File: config.mk
export PLATFORM = sky130hd
export DESIGN_NAME = mdio_master
export DESIGN_NICKNAME = d
export VERILOG_FILES = /design/src/rtl/mdio_master_pkg.sv /design/src/rtl/mdio_ctrl.sv /design/src/rtl/mdio_datapath.sv /design/src/rtl/mdio_master.sv
export SDC_FILE = /design/constraint.sdc
export NUM_CORES = 1
export LEC_CHECK = 0
export CORE_MARGIN = 2
export CORE_UTILIZATION = 60
export CTS_CLUSTER_DIAMETER = 50
export DETAILED_ROUTE_END_ITERATION = 10
export DONT_BUFFER_PORTS = 1
export GPL_TIMING_DRIVEN = 0
export PLACE_DENSITY = 0.77
export SETUP_SLACK_MARGIN = 0.3
export SYNTH_ARGS = -nofsm -noshare
export SYNTH_HDL_FRONTEND = slang
export SYNTH_SLANG_ARGS = --single-unit
File: constraint.sdc
create_clock -name clk -period 4.9 [get_ports clk]
set_clock_uncertainty 0.05 [all_clocks]
set_input_delay 0 -clock clk [delete_from_list [all_inputs] [get_ports clk]]
set_output_delay 0 -clock clk [all_outputs]
set_load 0.01 [all_outputs]
File: src/rtl/mdio_master_pkg.sv
package mdio_master_pkg;

  localparam int FRAME_BITS = 64;
  localparam int TA_RELEASE_IDX = 47;

  localparam int OFF_MODE = 'h40;
  localparam int OFF_ADDR = 'h44;
  localparam int OFF_WDAT = 'h48;
  localparam int OFF_RDAT = 'h4C;
  localparam int OFF_CMD  = 'h50;

  localparam int CMD_START_BIT = 8;
  localparam int CMD_BUSY_BIT  = 16;
  localparam int MODE_BIT      = 8;

  typedef struct packed {
    logic load;
    logic shift;
    logic sample;
    logic done;
  } mdioStrobe_t;

  function automatic logic [FRAME_BITS-1:0] buildFrame(
    input logic       isRead,
    input logic [4:0] phyAddr,
    input logic [4:0] regNum,
    input logic [15:0] data
  );
    logic [1:0]  opBits;
    logic [15:0] dataBits;
    opBits   = isRead ? 2'b10 : 2'b01;
    dataBits = isRead ? 16'hFFFF : data;
    return {32'hFFFF_FFFF, 2'b01, opBits, phyAddr, regNum, 2'b10, dataBits};
  endfunction

endpackage

File: src/rtl/mdio_ctrl.sv
module mdio_ctrl
  import mdio_master_pkg::*;
#(
  parameter int CLK_DIV = 8
) (
  input  logic        clk,
  input  logic        rstN,
  input  logic        startReq,
  input  logic        opRead,
  output mdioStrobe_t strobe,
  output logic        busy,
  output logic        mdc,
  output logic        mdioOe
);

  localparam int HALF  = CLK_DIV / 2;
  localparam int DIV_W = $clog2(HALF + 1);
  localparam int IDX_W = $clog2(FRAME_BITS);

  typedef enum logic {ST_IDLE, ST_RUN} ctrlState_t;

  ctrlState_t       state;
  logic [DIV_W-1:0] divCnt;
  logic [IDX_W-1:0] bitIdx;
  logic             halfEnd;
  logic             lastBit;
  logic             running;

  assign running = (state == ST_RUN);
  assign halfEnd = (divCnt == DIV_W'(HALF - 1));
  assign lastBit = (bitIdx == IDX_W'(FRAME_BITS - 1));

  always_comb begin
    strobe.load   = !running && startReq;
    strobe.sample = running && halfEnd && !mdc;
    strobe.shift  = running && halfEnd && mdc && !lastBit;
    strobe.done   = running && halfEnd && mdc && lastBit;
  end

  always_ff @(posedge clk or negedge rstN) begin
    if (!rstN) begin
      state  <= ST_IDLE;
      divCnt <= '0;
      bitIdx <= '0;
      mdc    <= 1'b0;
    end else if (strobe.load) begin
      state  <= ST_RUN;
      divCnt <= '0;
      bitIdx <= '0;
      mdc    <= 1'b0;
    end else if (running) begin
      if (halfEnd) begin
        divCnt <= '0;
        mdc    <= !mdc;
        if (mdc) begin
          if (lastBit) state <= ST_IDLE;
          else         bitIdx <= bitIdx + 1'b1;
        end
      end else begin
        divCnt <= divCnt + 1'b1;
      end
    end
  end

  assign busy   = running;
  assign mdioOe = running && !(opRead && (bitIdx >= IDX_W'(TA_RELEASE_IDX)));

endmodule

File: src/rtl/mdio_datapath.sv
module mdio_datapath
  import mdio_master_pkg::*;
#(
  parameter int   ADDR_W   = 8,
  parameter logic MODE_RST = 1'b1
) (
  input  logic              clk,
  input  logic              rstN,
  input  logic              regWrEn,
  input  logic [ADDR_W-1:0] regAddr,
  input  logic [31:0]       regWrData,
  output logic [31:0]       regRdData,
  input  logic              busy,
  input  mdioStrobe_t       strobe,
  input  logic              mdioIn,
  output logic              mdioOut,
  output logic              startReq,
  output logic              opRead,
  output logic [15:0]       rdDataQ
);

  localparam logic [ADDR_W-1:0] A_MODE = ADDR_W'(OFF_MODE);
  localparam logic [ADDR_W-1:0] A_ADDR = ADDR_W'(OFF_ADDR);
  localparam logic [ADDR_W-1:0] A_WDAT = ADDR_W'(OFF_WDAT);
  localparam logic [ADDR_W-1:0] A_RDAT = ADDR_W'(OFF_RDAT);
  localparam logic [ADDR_W-1:0] A_CMD  = ADDR_W'(OFF_CMD);

  logic                  modeQ;
  logic [4:0]            phyAddrQ;
  logic [4:0]            regNumQ;
  logic [15:0]           wrDataQ;
  logic                  opReadQ;
  logic [FRAME_BITS-1:0] frameQ;
  logic [15:0]           capQ;

  assign startReq = regWrEn && (regAddr == A_CMD) && regWrData[CMD_START_BIT];
  assign opRead   = opReadQ;
  assign mdioOut  = frameQ[FRAME_BITS-1];

  always_ff @(posedge clk or negedge rstN) begin
    if (!rstN) begin
      modeQ    <= MODE_RST;
      phyAddrQ <= '0;
      regNumQ  <= '0;
      wrDataQ  <= '0;
    end else if (regWrEn) begin
      if (regAddr == A_MODE) modeQ <= regWrData[MODE_BIT];
      if (regAddr == A_ADDR) begin
        phyAddrQ <= regWrData[12:8];
        regNumQ  <= regWrData[4:0];
      end
      if (regAddr == A_WDAT) wrDataQ <= regWrData[15:0];
    end
  end

  always_ff @(posedge clk or negedge rstN) begin
    if (!rstN) begin
      opReadQ <= 1'b1;
      frameQ  <= '0;
    end else if (strobe.load) begin
      opReadQ <= !regWrData[0];
      frameQ  <= buildFrame(!regWrData[0], phyAddrQ, regNumQ, wrDataQ);
    end else if (strobe.shift) begin
      frameQ  <= {frameQ[FRAME_BITS-2:0], 1'b0};
    end
  end

  always_ff @(posedge clk or negedge rstN) begin
    if (!rstN) begin
      capQ    <= '0;
      rdDataQ <= '0;
    end else begin
      if (strobe.sample) capQ <= {capQ[14:0], mdioIn};
      if (strobe.done && opReadQ) rdDataQ <= capQ;
    end
  end

  always_comb begin
    regRdData = '0;
    case (regAddr)
      A_MODE: regRdData[MODE_BIT] = modeQ;
      A_ADDR: regRdData = {19'd0, phyAddrQ, 3'd0, regNumQ};
      A_WDAT: regRdData = {16'd0, wrDataQ};
      A_RDAT: regRdData = {16'd0, rdDataQ};
      A_CMD: begin
        regRdData[CMD_BUSY_BIT] = busy;
        regRdData[0]            = !opReadQ;
      end
      default: regRdData = '0;
    endcase
  end

endmodule

File: src/rtl/mdio_master.sv
module mdio_master
  import mdio_master_pkg::*;
#(
  parameter int   ADDR_W   = 8,
  parameter int   CLK_DIV  = 8,
  parameter logic MODE_RST = 1'b1
) (
  input  logic              clk,
  input  logic              rstN,
  input  logic              regWrEn,
  input  logic [ADDR_W-1:0] regAddr,
  input  logic [31:0]       regWrData,
  output logic [31:0]       regRdData,
  output logic              mdc,
  output logic              mdioOut,
  output logic              mdioOe,
  input  logic              mdioIn
);

  mdioStrobe_t strobe;
  logic        busy;
  logic        startReq;
  logic        opRead;
  logic [15:0] rdDataQ;

  mdio_ctrl #(.CLK_DIV(CLK_DIV)) i_ctrl (
    .clk      (clk),
    .rstN     (rstN),
    .startReq (startReq),
    .opRead   (opRead),
    .strobe   (strobe),
    .busy     (busy),
    .mdc      (mdc),
    .mdioOe   (mdioOe)
  );

  mdio_datapath #(.ADDR_W(ADDR_W), .MODE_RST(MODE_RST)) i_dp (
    .clk       (clk),
    .rstN      (rstN),
    .regWrEn   (regWrEn),
    .regAddr   (regAddr),
    .regWrData (regWrData),
    .regRdData (regRdData),
    .busy      (busy),
    .strobe    (strobe),
    .mdioIn    (mdioIn),
    .mdioOut   (mdioOut),
    .startReq  (startReq),
    .opRead    (opRead),
    .rdDataQ   (rdDataQ)
  );

endmodule

---- Yosys cells after proc, flatten, opt, wreduce, memory -nomap -nowiden ----
Index checks and enable logic that the tools add are counted.
W data, S select, Z words.
storage, ports and cells
  register bits after elaboration ......... 135
  bits of input ports ..................... 44
  word-level logic and storage cells ...... 74
operators by class
  $add $sub $neg .......................... 2
  magnitude comparators ................... 1
  eq/ne operators ......................... 8
  multiplexer cells ....................... 25
  reductions and logical operators ........ 26
operator list
  operator               number
  $mux W64               2
  $pmux W7 S3            2
  $eq A8 B7 Y1 const B   5
  $mux W6                5
  $mux W16               1
  $logic_and A1 B1 Y1    11
  $mux W1                9
  $mux W3                3
  $pmux W1 S4            2
  $reduce_and A2 Y1      4
  $reduce_bool A2 Y1     4
  $add A6 B1 Y6 const B  1
  $eq A6 B6 Y1 const B   1
  $ge A6 B6 Y1 const B   1
  $logic_not A1 Y1       6
  $reduce_and A4 Y1      1
  $add A3 B1 Y3 const B  1
  $eq A3 B2 Y1 const B   1
  $mux W2                1
  $ne A2 B1 Y1 const B   1

---- Longest topological paths before layout ----
  word-level depth ........................ 6
  gate-level depth with buffers ........... 7
  depth with buffers taken out ............ 5

---- Cells and area by module ----
From an unflattened synthesis, not the netlist that was laid out.
unflattened totals
  cells, all modules ...................... 486
  area total of the unflattened synthesis .. 6,180.9 µm²
by module, submodules not included
  module         times used  cells each  area an instance (µm²)
  mdio_datapath  1           431         5,594.1
  mdio_ctrl      1           55          586.8

---- Least setup slack after synthesis ----
No wires, ideal clock.
  path type ............................... flip-flop to flip-flop
  from .................................... register i_ctrl.divCnt[0]
  to ...................................... register i_dp.capQ[10]
  setup time .............................. 0.125 ns
  arrival time ............................ 1.860 ns
  required time ........................... 4.725 ns
  slack ................................... 2.865 ns
  stages on the path, launching flop included .. 6
  period minus slack after synthesis ...... 2.035 ns
  cells stage by stage .................... dfrtp_1 -> ha_1 -> nand2_1 -> nor3_1 -> buf_2 -> mux2_2
on the way
  longest elaborated chain between the ends .. 3
RTL lines
  element                            RTL line             text
  from (decl)                        mdio_ctrl.sv:23      logic [DIV_W-1:0] divCnt;
  from (signal assigned)             mdio_ctrl.sv:60      divCnt <= divCnt + 1'b1;
  $eq A3 B2 Y1                       mdio_ctrl.sv:30      assign halfEnd = (divCnt == DIV_W'(HALF - 1));
  $logic_and A1 B1 Y1 (2 in series)  mdio_ctrl.sv:35      strobe.sample = running && halfEnd && !mdc;
  to (signal assigned)               mdio_datapath.sv:73  if (strobe.sample) capQ <= {capQ[14:0], mdioIn};
  to (decl)                          mdio_datapath.sv:34  logic [15:0] capQ;
No other way between the ends.
A chain may end at the register's enable or synchronous reset.

---- Worst setup path after layout ----
  from .................................... register i_ctrl.state, in the netlist i_ctrl.busy
  to ...................................... register i_dp.opReadQ, in the netlist i_dp.opRead
on the way
  longest elaborated chain between the ends .. 2
RTL lines
  element                 RTL line             text
  from (decl)             mdio_ctrl.sv:22      ctrlState_t state;
  from (signal assigned)  mdio_ctrl.sv:42      state <= ST_IDLE;
  from (signal assigned)  mdio_ctrl.sv:47      state <= ST_RUN;
  from (signal assigned)  mdio_ctrl.sv:56      if (lastBit) state <= ST_IDLE;
  $logic_not A1 Y1        mdio_ctrl.sv:34      strobe.load = !running && startReq;
  $logic_and A1 B1 Y1     mdio_ctrl.sv:34
  to (signal assigned)    mdio_datapath.sv:61  opReadQ <= !regWrData[0];
  to (decl)               mdio_datapath.sv:32  logic opReadQ;
No other way between the ends.

==> results.md <==
- MaxCap Viol Count: 0
- Die H: about 100 µm
- Final worst path period need: ~2.9 ns
- RSZ-0062 raised after global routing: false
- M1 WL: approximately 5000 µm
- Post-synthesis simple-gate area fraction: 0.0838
- Rel. slew slack: 0.250
- Leak pwr: 3.45 nW
- Adder-cell share of the synthesized area: 0.00417
- H-Tree Depth: 4
- Combinational family with the most area after synthesis: multiplexers
- FF-to-FF Start: i_ctrl.busy
- Drt wl/cell: around 18 µm
- Gp weighted congestion: about 0.82
- Top layer in use: met4
- Vias in the first global route: about 4200
- Top cells by count, synth: dfrtp_1, mux2_2, o22a_1
- Avg Inst Size Synth: around 13 µm²
- Critical Path AT: ~3.3 ns
- Top Ports: slightly below 80
- Synth Register Bits: ~140
- Largest net degree at the start of global routing: approximately 140
- Synth Area in XOR/XNOR: 0.00292
- Core area: between 9000 and 10000 µm²
- Setup CP Type: reg -> reg
- Tcrit/Tclk final: 0.587
- CP cell instances: buf_2 -> nand3b_1 -> nor4_4 -> nor2b_1 -> dlygate4sd3_1 -> o21bai_1 -> dlygate4sd3_1
- Post-CTS resize count: 0
- Initial antenna violation count: 0
- Post-synthesis mux area share: 0.145
- CP most frequent cell: dlygate4sd3_1
- Hpwl dp: approximately 8200 µm
- Synth top area share: 0.554
- Die area: 10800 µm²
- Synth area leader: dfrtp_1
- Maximum fanout along the worst path: 10
- Global-route wire length before repair: approximately 21000 µm
- Syn-to-layout area delta: 18.1%
- Avg Vias per Cell: approximately 5.7
- Inserted Diodes: 0
- Clock Path Buffers: 2
- Mapped Cells: about 470
- Metal2 WL: ~6400 µm
- CTS Root Cell: clkbuf_8
- Max Clock Freq: ~350 MHz
- ANT nets after route: 0
- TritonRoute pass-1 iters: 4
- Mapped Area: 6000 µm²
- Ys Warns: 0
- DR WL met3: around 540 µm
- Seq/Total Area, Yosys: 0.563
- Crit-path slowest cell: dlygate4sd3_1
- Die Span X: 104 µm
- Post-synthesis compound-gate area fraction: 0.144
- Initial Util: 0.617
- Distinct cells, synth: 50
- Slew of the pin with the lowest slew margin: approximately 1.1 ns
- Grt ovf: 0
- Nets: between 500 and 600
- Synth async-reset ratio: 1.00
- Final WL: around 12000 µm
- VDD IR-drop max: about 0.00034 V
- Top cells by area, synth: dfrtp_1, mux2_2, o22a_1
- Cell Rows: 36
- Most common cell in the netlist: dfrtp_1
- Dpl cells: a little over 600
- HP Class: in -> async
- Final hold vios: 0
- Clock sink count: between 100 and 150
- Capture point of the worst reg-to-reg path: i_dp.opRead
- WHS: approximately 0.0069 ns
- Final setup TNS: 0 ns
- Post-synth EDFFs: 0
- Final setup viols: 0
- Buffers on Ports: 0
- Cts bufs inserted: 17
- Setup crit start kind: flop
- Worst-path clk slew: approximately 0.060 ns
- Fin. max-slew vios: 0
- Vias after detailed routing: between 3000 and 4000
- Iter 0 DRT Violations: 244
- Main synth FF type: dfrtp_1
- Pwr per Cell Area: between 300 and 400 nW/µm²
- R2R setup slack: roughly 2.0 ns
- CTS tree: built
- R2R depth: 7
- Fin cells: 680
- Worst path required time: 5.31 ns
- Status: completed
- Clk_lat worst skew: 0.54 ns
- Share of layout cells above drive strength 1: 0.260
- CP endpoint kind: flop
- CP peak stage delay: 0.63 ns
- Post-route DRC: 0
- Gr usage total: 0.250
-- what timing repair did --
item / CTS / global route
hold endpoints to repair: 199 / 0
setup buffers: 0 / 0
hold buffers: 29 / 0
-- area by class of cell --
type	instances	area, µm²
Buffer	44	273
Multi-Input combinational cell	288	2330
Timing Repair Buffer	29	308
Clock inverter	10	95.1
Tap cell	133	166
Clock buffer	22	463
Inverter	19	71.3
Sequential cell	135	3380
Fill cell	660	2640
-- report_power, final --
group / internal (mW) / total, mW / switching [mW]
Sequential: 1.22 / 1.30 / 0.0729
Clock: 0.715 / 1.19 / 0.472
Combinational: 0.130 / 0.238 / 0.108
Total: 2.07 / 2.72 / 0.652
-- metal layers --
metal / up-vias / global-route usage
met4: 0 / 0.140
met1: 1961 / 0.295
met3: 22 / 0.0614
met5: - / 0
li1: 1813 / -
met2: 86 / 0.422
-- critical path, delay by kind of cell, from the launching register on --
kind	cells	cell delay (ns)
AND/OR/NAND/NOR	3	0.90
flip-flops	1	0.39
AO/OA/AOI/OAI	1	0.12
buffers and inverters	3	1.36
-- state kept, by name, summed over array words and instances (netlist names) --
name           flops
i_dp.frameQ       64
i_dp.capQ         16
i_dp.rdDataQ      16
i_dp.wrDataQ      16
i_ctrl.bitIdx      6
i_dp.phyAddrQ      5
i_dp.regNumQ       5
i_ctrl.divCnt      3
i_ctrl.busy        1
i_ctrl.mdc         1
i_dp.modeQ         1
i_dp.opRead        1
-- placed cells by master, fill, tap and decap left out, drive strengths merged, types with 2 or more instances in the layout --
cell type | synthesis | final
mux2i | 8 | 8
clkinv | 0 | 5
mux2 | 68 | 68
dlygate4sd3 | 0 | 28
a22o | 12 | 12
xnor2 | 2 | 2
nand4b | 2 | 2
nor2b | 18 | 18
conb | 1 | 15
o221ai | 15 | 15
and2 | 3 | 3
dfstp | 2 | 2
nand2b | 3 | 3
or3 | 2 | 2
a21oi | 6 | 6
inv | 19 | 21
nor4 | 2 | 2
o21ai | 4 | 4
nor2 | 23 | 23
and3 | 3 | 3
a21o | 10 | 10
buf | 29 | 30
nand2 | 22 | 22
nor3 | 3 | 3
clkinvlp | 0 | 2
ha | 2 | 2
a22oi | 10 | 10
nand3 | 5 | 5
dfrtp | 133 | 133
clkbuf | 15 | 37
o22a | 35 | 35
-- cells by family (layout without fill, tap and decap cells) --
logic type      count (synthesis)  count (layout)
mux                            77              77
compound gates                100             100
simple gates                   92              92
other cells                     1              15
fa+ha+maj                       2               2
buf+inv                        63             124
flops                         135             135
xor+xnor                        2               2
-- how the worst max path moves through the flow --
stage | from | to | slack (ns) | cells past startpoint
floorplan | i_ctrl.divCnt[0] | i_dp.capQ[10] | 2.87 | 5
global placement | i_ctrl.divCnt[0] | i_dp.capQ[11] | 2.44 | 5
detailed placement | i_ctrl.divCnt[0] | i_dp.capQ[14] | 2.40 | 5
CTS | i_ctrl.busy | i_dp.opRead | 2.10 | 7
global route | i_ctrl.busy | i_dp.opRead | 1.93 | 7
finish | i_ctrl.busy | i_dp.opRead | 2.02 | 7
-- per-stage QoR --
| step | worst slack [ns] | power, mW | utilization | area (µm²) |
|---|---|---|---|---|
| 6_report | 2.02 | 2.72 | 0.729 | 7090 |
| 5_1_grt | 1.93 | 2.84 | 0.729 | 7090 |
| 4_1_cts | 2.10 | 2.74 | 0.729 | 7090 |
| 3_5_place_dp | 2.40 | 1.51 | 0.640 | 6220 |
| 3_3_place_gp | 2.44 | 1.49 | 0.640 | 6220 |
| 2_1_floorplan | 2.87 | 1.46 | - | 6060 |
Note: power is estimated with default switching activity, not from simulation.
